--- src/rtl/pfb_pkg.sv ---
package pfb_pkg;

   localparam int unsigned PFB_WORD_W = 32;

   // pixel width for the selected packing mode
   function automatic int unsigned pfb_pix_w(input bit gray);
      return gray ? 8 : 16;
   endfunction

   // lanes carried by one memory word
   function automatic int unsigned pfb_lanes(input bit gray);
      return PFB_WORD_W / pfb_pix_w(gray);
   endfunction

   typedef enum logic {
      PFB_BANK0 = 1'b0,
      PFB_BANK1 = 1'b1
   } pfb_bank_e;

endpackage

--- src/rtl/pfb_raster_index.sv ---
module pfb_raster_index #(
   parameter int unsigned NPIX   = 16,
   parameter int unsigned LANES  = 4,
   parameter int unsigned IDX_W  = 5,
   parameter int unsigned LANE_W = 2,
   parameter int unsigned ADDR_W = 2
) (
   input  logic              clk,
   input  logic              rst_n,
   input  logic              in_valid,
   input  logic              in_sof,
   input  logic              in_eof,
   output logic              in_range,
   output logic              last_lane,
   output logic [LANE_W-1:0] lane,
   output logic [ADDR_W-1:0] word_addr
);

   logic [IDX_W-1:0] cnt_q;
   logic [IDX_W-1:0] cur_idx;

   assign cur_idx   = in_sof ? '0 : cnt_q;
   assign in_range  = cur_idx < IDX_W'(NPIX);
   assign lane      = cur_idx[LANE_W-1:0];
   assign last_lane = (lane == LANE_W'(LANES - 1));
   assign word_addr = ADDR_W'(cur_idx >> LANE_W);

   always_ff @(posedge clk) begin
      if (!rst_n) begin
         cnt_q <= '0;
      end else if (in_valid) begin
         if (in_eof)        cnt_q <= '0;
         else if (in_range) cnt_q <= cur_idx + 1'b1;
         else               cnt_q <= cur_idx;
      end
   end

   // an accepted in-frame pixel moves the index forward by one
   p_idx_advance_r5: assert property (@(posedge clk) disable iff (!rst_n)
      (in_valid && !in_eof && in_range) |=> (cnt_q == IDX_W'($past(cur_idx) + 1'b1)));

   // end of frame restarts the index
   p_eof_restart_r6: assert property (@(posedge clk) disable iff (!rst_n)
      (in_valid && in_eof) |=> (cnt_q == '0));

   // idle cycles keep the index
   p_idle_hold_r10: assert property (@(posedge clk) disable iff (!rst_n)
      !in_valid |=> $stable(cnt_q));

   // the index never runs past the frame
   p_idx_cap_r9: assert property (@(posedge clk) disable iff (!rst_n)
      cnt_q <= IDX_W'(NPIX));

endmodule

--- src/rtl/pfb_lane_packer.sv ---
module pfb_lane_packer #(
   parameter int unsigned PIX_W  = 8,
   parameter int unsigned LANES  = 4,
   parameter int unsigned LANE_W = 2
) (
   input  logic                   clk,
   input  logic                   rst_n,
   input  logic                   pix_valid,
   input  logic                   in_range,
   input  logic [LANE_W-1:0]      lane,
   input  logic [PIX_W-1:0]       pix,
   output logic [LANES*PIX_W-1:0] word
);

   logic [PIX_W-1:0] hold_q [LANES-1];

   for (genvar k = 0; k < LANES - 1; k++) begin : g_lane
      always_ff @(posedge clk) begin
         if (!rst_n)
            hold_q[k] <= '0;
         else if (pix_valid && in_range && (lane == LANE_W'(k)))
            hold_q[k] <= pix;
      end
      assign word[k*PIX_W +: PIX_W] = hold_q[k];

      // the pixel accepted for lane k is the one held there afterwards
      p_lane_capture_r4: assert property (@(posedge clk) disable iff (!rst_n)
         (pix_valid && in_range && (lane == LANE_W'(k))) |=> (hold_q[k] == $past(pix)));
   end

   // the top lane travels straight from the input in the commit cycle
   assign word[(LANES-1)*PIX_W +: PIX_W] = pix;

endmodule

--- src/rtl/pfb_bank_switch.sv ---
module pfb_bank_switch #(
   parameter int unsigned ADDR_W = 4,
   parameter int unsigned WORD_W = 32
) (
   input  logic                         clk,
   input  logic                         rst_n,
   input  logic                         swap,
   input  logic                         wr_commit,
   input  logic [ADDR_W-1:0]            wr_addr,
   input  logic [WORD_W-1:0]            wr_word,
   input  logic                         rd_req,
   input  logic [ADDR_W-1:0]            rd_addr,
   output logic                         rd_bank,
   output logic [1:0]                   bank_en,
   output logic [1:0]                   bank_we,
   output logic [1:0][ADDR_W-1:0]       bank_addr,
   output logic [1:0][WORD_W-1:0]       bank_wdata
);
   import pfb_pkg::*;

   pfb_bank_e rd_bank_q;

   always_ff @(posedge clk) begin
      if (!rst_n)    rd_bank_q <= PFB_BANK1;
      else if (swap) rd_bank_q <= (rd_bank_q == PFB_BANK0) ? PFB_BANK1 : PFB_BANK0;
   end

   assign rd_bank = rd_bank_q;

   for (genvar b = 0; b < 2; b++) begin : g_bank
      logic is_capture;
      assign is_capture = (rd_bank_q != pfb_bank_e'(b));
      always_comb begin
         bank_we[b]    = is_capture & wr_commit;
         bank_en[b]    = is_capture ? wr_commit : rd_req;
         bank_addr[b]  = is_capture ? wr_addr : rd_addr;
         bank_wdata[b] = wr_word;
      end
   end

   // roles exchange in the cycle after end of frame
   p_swap_after_eof_r2: assert property (@(posedge clk) disable iff (!rst_n)
      swap |=> (rd_bank_q != $past(rd_bank_q)));

   // no exchange without end of frame
   p_bank_hold_r2: assert property (@(posedge clk) disable iff (!rst_n)
      !swap |=> $stable(rd_bank_q));

   // never more than one bank written
   p_one_writer_r1: assert property (@(posedge clk) disable iff (!rst_n)
      $onehot0(bank_we));

   // a read uses the readable bank and does not write it
   p_read_port_r3: assert property (@(posedge clk) disable iff (!rst_n)
      rd_req |-> (bank_en[rd_bank_q] && !bank_we[rd_bank_q]));

endmodule

--- src/rtl/pfb_read_unpack.sv ---
module pfb_read_unpack #(
   parameter int unsigned PIX_W  = 8,
   parameter int unsigned LANES  = 4,
   parameter int unsigned LANE_W = 2,
   parameter int unsigned WORD_W = 32
) (
   input  logic                         clk,
   input  logic                         rst_n,
   input  logic                         rd_req,
   input  logic [LANE_W-1:0]            rd_lane,
   input  logic                         rd_bank,
   input  logic [1:0][WORD_W-1:0]       bank_rdata,
   output logic                         rd_valid,
   output logic [WORD_W-1:0]            rd_word,
   output logic [LANES-1:0][PIX_W-1:0]  rd_lanes,
   output logic [PIX_W-1:0]             rd_pix
);

   logic              v_q;
   logic              src_q;
   logic [LANE_W-1:0] lane_q;

   always_ff @(posedge clk) begin
      if (!rst_n) begin
         v_q    <= 1'b0;
         src_q  <= 1'b0;
         lane_q <= '0;
      end else begin
         v_q <= rd_req;
         if (rd_req) begin
            src_q  <= rd_bank;
            lane_q <= rd_lane;
         end
      end
   end

   assign rd_valid = v_q;
   assign rd_word  = bank_rdata[src_q];
   assign rd_lanes = rd_word;
   assign rd_pix   = rd_lanes[lane_q];

   // every request answers exactly one cycle later
   p_rd_latency_r7: assert property (@(posedge clk) disable iff (!rst_n)
      rd_req |=> rd_valid);

   p_rd_quiet_r7: assert property (@(posedge clk) disable iff (!rst_n)
      !rd_req |=> !rd_valid);

endmodule

--- src/rtl/pingpong_pack_fb.sv ---
module pingpong_pack_fb
   import pfb_pkg::*;
#(
   parameter int unsigned FRAME_W   = 768,
   parameter int unsigned FRAME_H   = 576,
   parameter bit          GRAY_MODE = 1'b1,
   localparam int unsigned PIX_W  = pfb_pix_w(GRAY_MODE),
   localparam int unsigned LANES  = pfb_lanes(GRAY_MODE),
   localparam int unsigned LANE_W = $clog2(LANES),
   localparam int unsigned NPIX   = FRAME_W * FRAME_H,
   localparam int unsigned WORDS  = NPIX / LANES,
   localparam int unsigned ADDR_W = $clog2(WORDS),
   localparam int unsigned IDX_W  = $clog2(NPIX + 1),
   localparam int unsigned X_W    = $clog2(FRAME_W),
   localparam int unsigned Y_W    = $clog2(FRAME_H)
) (
   input  logic                         clk,
   input  logic                         rst_n,
   input  logic                         in_valid,
   input  logic                         in_sof,
   input  logic                         in_eof,
   input  logic [PIX_W-1:0]             in_pix,
   input  logic                         rd_req,
   input  logic [X_W-1:0]               rd_x,
   input  logic [Y_W-1:0]               rd_y,
   output logic                         rd_valid,
   output logic [PFB_WORD_W-1:0]        rd_word,
   output logic [LANES-1:0][PIX_W-1:0]  rd_lanes,
   output logic [PIX_W-1:0]             rd_pix,
   output logic                         rd_bank,
   output logic [1:0]                   bank_en,
   output logic [1:0]                   bank_we,
   output logic [1:0][ADDR_W-1:0]       bank_addr,
   output logic [1:0][PFB_WORD_W-1:0]   bank_wdata,
   input  logic [1:0][PFB_WORD_W-1:0]   bank_rdata
);

   // elaboration-time parameter checks
   if (FRAME_W < 2 || FRAME_H < 2) begin : g_bad_size
      $error("pingpong_pack_fb: frame must be at least 2x2");
   end
   if ((FRAME_W % LANES) != 0) begin : g_bad_width
      $error("pingpong_pack_fb: FRAME_W must be a multiple of the lane count");
   end
   if (PIX_W * LANES != PFB_WORD_W) begin : g_bad_pack
      $error("pingpong_pack_fb: lanes do not fill the memory word");
   end

   logic              in_range;
   logic              last_lane;
   logic [LANE_W-1:0] wr_lane;
   logic [ADDR_W-1:0] wr_addr;
   logic              wr_commit;
   logic              swap;
   logic [PFB_WORD_W-1:0] wr_word;
   logic [IDX_W-1:0]  rd_lin;
   logic [ADDR_W-1:0] rd_addr;
   logic [LANE_W-1:0] rd_lane;

   pfb_raster_index #(
      .NPIX(NPIX), .LANES(LANES), .IDX_W(IDX_W), .LANE_W(LANE_W), .ADDR_W(ADDR_W)
   ) u_index (
      .clk(clk), .rst_n(rst_n), .in_valid(in_valid), .in_sof(in_sof), .in_eof(in_eof),
      .in_range(in_range), .last_lane(last_lane), .lane(wr_lane), .word_addr(wr_addr)
   );

   pfb_lane_packer #(
      .PIX_W(PIX_W), .LANES(LANES), .LANE_W(LANE_W)
   ) u_pack (
      .clk(clk), .rst_n(rst_n), .pix_valid(in_valid), .in_range(in_range),
      .lane(wr_lane), .pix(in_pix), .word(wr_word)
   );

   assign wr_commit = in_valid & in_range & last_lane;
   assign swap      = in_valid & in_eof;

   assign rd_lin  = IDX_W'(rd_y) * IDX_W'(FRAME_W) + IDX_W'(rd_x);
   assign rd_addr = ADDR_W'(rd_lin >> LANE_W);
   assign rd_lane = rd_lin[LANE_W-1:0];

   pfb_bank_switch #(
      .ADDR_W(ADDR_W), .WORD_W(PFB_WORD_W)
   ) u_switch (
      .clk(clk), .rst_n(rst_n), .swap(swap), .wr_commit(wr_commit),
      .wr_addr(wr_addr), .wr_word(wr_word), .rd_req(rd_req), .rd_addr(rd_addr),
      .rd_bank(rd_bank), .bank_en(bank_en), .bank_we(bank_we),
      .bank_addr(bank_addr), .bank_wdata(bank_wdata)
   );

   pfb_read_unpack #(
      .PIX_W(PIX_W), .LANES(LANES), .LANE_W(LANE_W), .WORD_W(PFB_WORD_W)
   ) u_unpack (
      .clk(clk), .rst_n(rst_n), .rd_req(rd_req), .rd_lane(rd_lane), .rd_bank(rd_bank),
      .bank_rdata(bank_rdata), .rd_valid(rd_valid), .rd_word(rd_word),
      .rd_lanes(rd_lanes), .rd_pix(rd_pix)
   );

   // a commit always lands in the bank that is not readable, at the pixel's word
   p_commit_target_r5: assert property (@(posedge clk) disable iff (!rst_n)
      wr_commit |-> (bank_we[!rd_bank] && (bank_addr[!rd_bank] == wr_addr)));

   // pixels past the frame never reach a bank
   p_no_overflow_r9: assert property (@(posedge clk) disable iff (!rst_n)
      (in_valid && !in_range) |-> (bank_we == 2'b00));

endmodule

--- config.mk ---
export PLATFORM = sky130hd
export DESIGN_NAME = pingpong_pack_fb
export DESIGN_NICKNAME = d
export VERILOG_FILES = /design/src/rtl/pfb_pkg.sv /design/src/rtl/pfb_raster_index.sv /design/src/rtl/pfb_lane_packer.sv /design/src/rtl/pfb_bank_switch.sv /design/src/rtl/pfb_read_unpack.sv /design/src/rtl/pingpong_pack_fb.sv
export SDC_FILE = /design/constraint.sdc
export NUM_CORES = 1
export LEC_CHECK = 0
export BUFFER_PORTS_ARGS = -buffer_cell sky130_fd_sc_hd__buf_2
export CORE_ASPECT_RATIO = 1.25
export CORE_MARGIN = 5
export CORE_UTILIZATION = 48
export DETAILED_ROUTE_END_ITERATION = 12
export GPL_ROUTABILITY_DRIVEN = 1
export PLACE_DENSITY = 0.94
export SYNTH_ARGS = -nofsm -noshare
export SYNTH_HDL_FRONTEND = slang
export SYNTH_SLANG_ARGS = --single-unit
--- constraint.sdc ---
create_clock -name clk -period 3.58 [get_ports clk]
set_clock_uncertainty 0.05 [all_clocks]
set_input_delay 0.179 -clock clk [delete_from_list [all_inputs] [get_ports clk]]
set_output_delay 0.179 -clock clk [all_outputs]
set_load 0.05 [all_outputs]
==> flow_metrics.tcl <==
set metrics [dict create \
    status "complete, no violations" \
    use_met3_pct 13.1 \
    syn_nets 632 \
    post-cts-setup-buffer-count 0 \
    combPwrFrac_pct 51.5 \
    synth_edf_count 24 \
    area_growth_pct 23.7 \
    drive_gt1_share_pct 47.2 \
    endpoint "bank_addr[33]" \
    setup_violations 0 \
    ff2ff_setup_slack_ns 1.08 \
    power_frac_clock_pct 22.6 \
    grt_overflow 0 \
    period_needed_ns 2.72 \
    h-tree-depth 2 \
    p_per_area_nw_per_um2 422 \
    synth_cell_types 63 \
    p_seq_share_pct 25.9 \
    crit_fanout 3 \
    start_kind "primary input" \
    drt_iter0_drc 309 \
    maxCapViolCount 0 \
    tns_ns 0 \
    clkSinkCount 48 \
    cts_tree "built" \
    post_cts_resized 0 \
    end_kind "output pin" \
    start_util_pct 49.3 \
    fin_crit_sh_pct 76.1 \
    io-pin-count 274 \
    holdBufCountCts 0 \
    die_h_um 119 \
    leakagePower_uw 0.00272 \
    switchingPower_uw 1150 \
    clock-root-buffer "clkbuf_16" \
    grt_use_met1_pct 29.2 \
    grt_max_degree 34 \
    die_w_um 97.0 \
    syn-cell-area_um2 4540 \
    worstPathArrival_ns 2.50 \
    syn_inst 517 \
    ant_nets 0 \
    routabilityCongestion 0.993 \
    rows 39 \
    grt_util_all_layers_pct 27.4 \
    holdCritPathClass "in2reg" \
    fmax_mhz 367 \
    slew_headroom_pct 41.9 \
    grt_pass1_vias 4576 \
    io_buffers 273 \
    peakVddDrop_mv 0.283 \
    swShare_pct 48.3 \
    r2r-start "u_index.cnt_q[1]" \
    ys_warn_count 0 \
    antenna_found_initial 0 \
    seq_area_frac_synth_pct 26.4 \
    drt-total-wl_um 16400 \
    finalHoldViolations 0 \
    nets 819 \
    drt_first_pass_iters 4 \
    drv_slew 0 \
    clockBufferDepth 2 \
    fillers 810 \
    syn_avg_cell_area_um2 8.79 \
    r2r-end "u_index.cnt_q[8]" \
    grtUsageMet2_pct 46.9 \
    dieArea_um2 11500 \
    hpwl_um 13800 \
    rsz0062_at_grt "false" \
    wl_per_cell_um 19.8 \
    hold-path-cell-count 3 \
    vias_per_cell 5.55 \
    synth_flop_cell "edfxtp_1" \
    tightest_slew_ns 0.867 \
    worstRegToRegCells 8 \
    finish.utilization_pct 61.0 \
    diodes 0 \
    path_clk_slew_ns 0.07 \
    grt_busiest_layer "met2" \
    startpoint "rd_y[1]" \
    vias 4597 \
    p_int_uw 1230 \
    core_area_um2 9220 \
    crit_required_ns 3.35 \
    grt_pass1_wl_um 25000 \
    drc 0 \
    crit_type "in2out" \
    clk_latency_ns 0.28 \
    cts_buffers 5 \
    ys_async_sr_fraction_pct 0 \
    ys_ff_latch 48 \
]
==> through the flow <==
step	instance area (um2)	hold slack (ns)	std cells	setup WS, ns	total power [uW]
6_report	5620	0.147	828	0.856	2370
4_1_cts	5620	0.139	828	0.879	2380
5_1_grt	5620	0.149	828	0.649	2470
3_5_place_dp	5450	0.440	820	0.895	1840
3_3_place_gp	5450	0.418	820	0.941	1830
2_1_floorplan	4540	0.251	517	0.722	1610
==> state kept, by name (all words and copies together) (netlist names) <==
register           cells
u_pack.hold_q         24
u_index.cnt_q         19
u_unpack.lane_q        2
u_switch.rd_bank       1
u_unpack.rd_valid      1
u_unpack.src_q         1
==> layout by cell type, fill, tap and decap left out, types with 2 or more instances in the layout <==
cell       netlist  final
a21oi_1         20     20
inv_1           13     13
clkbuf_16        0      5
a22o_1           2      2
mux4_2           8      8
mux2_2          31     31
nand4b_1         3      3
nand3_1         24     24
nand4_1         10     10
a31oi_1          6      6
xor2_1           7      7
and3_1           6      6
xnor2_1          4      4
mux2_1           5      5
nor3_1          11     11
nand2b_1         7      7
and2_1          35     35
dfxtp_1         24     24
a21o_1           8      8
a21boi_1         3      3
nor2b_1         13     13
o2bb2ai_1        4      4
ha_1            15     15
o21ai_1         12     12
mux2i_1         11     11
o21a_1          10     10
nand3b_1         2      2
o21ai_0         18     18
fa_1             2      2
nor2_1          21     21
nand2_1         35     35
buf_2            1    273
buf_4           72      2
edfxtp_1        24     24
==> cell usage after synthesis (all sizes together), types with 3 or more instances <==
master / instances / area (um2)
a21boi: 4 / 30.0
a21o: 8 / 60.1
a21oi: 20 / 100
a31oi: 6 / 37.5
and2: 35 / 219
and3: 7 / 45.1
buf: 76 / 557
clkbuf: 19 / 71.3
dfxtp: 24 / 480
edfxtp: 24 / 721
ha: 15 / 188
inv: 14 / 52.6
mux2: 36 / 405
mux2i: 11 / 110
mux4: 8 / 180
nand2: 35 / 131
nand2b: 7 / 43.8
nand3: 24 / 120
nand4: 10 / 62.6
nand4b: 3 / 26.3
nor2: 22 / 85.1
nor2b: 13 / 81.3
nor3: 12 / 71.3
o21a: 10 / 75.1
o21ai: 30 / 150
o2bb2ai: 4 / 35.0
xnor2: 4 / 35.0
xor2: 7 / 61.3
==> power by group through the flow <==
stage | clock [uW] | sequential, uW | combinational (uW)
final | 536 | 614 | 1220
after global routing | 573 | 617 | 1280
after detailed placement | 0 | 626 | 1220
after floorplan | 0 | 673 | 933
after global placement | 0 | 625 | 1210
after CTS | 546 | 613 | 1220
==> worst max-delay path, cell delays in order <==
cell,delay [ns]
buf_2,0.13
ha_1,0.23
fa_1,0.44
a21oi_1,0.28
o211ai_1,0.14
a31oi_1,0.22
xnor2_1,0.21
nand4_1,0.18
a31oi_1,0.20
buf_2,0.28
==> worst min-delay path by stage <==
stage	startpoint	to	slack (ns)
global route	rd_x[0]	u_unpack.lane_q[0]	0.15
finish	rd_x[0]	u_unpack.lane_q[0]	0.15
CTS	rd_x[1]	u_unpack.lane_q[1]	0.14
detailed placement	rd_x[1]	u_unpack.lane_q[1]	0.44
floorplan	rd_req	u_unpack.rd_valid	0.25
global placement	rd_x[0]	u_unpack.lane_q[0]	0.42
==> cells by family after synthesis <==
kind of cell	after synthesis	synth area share, %
simple gates	178	21.5
buf+inv	109	15.0
compound gates	99	14.6
mux	55	15.3
flops	48	26.4
fa+ha+maj	17	5.01
xor+xnor	11	2.12
==> layout make-up <==
class	instances	area (um2)	area share, %
multi-input combinational	360	2660	47.3
timing repair buffer	275	1380	24.6
clock inverter	3	46.3	0.824
clock buffer	5	125	2.23
inverter	14	52.6	0.935
sequential	48	1200	21.4
tap	123	154	2.74
==> metal layers <==
layer	up-vias	wire length, um
li1	2162	-
met4	0	582
met3	36	2090
met5	-	0
met1	2148	5710
met2	251	7970
(Power assumes the default switching activity.)
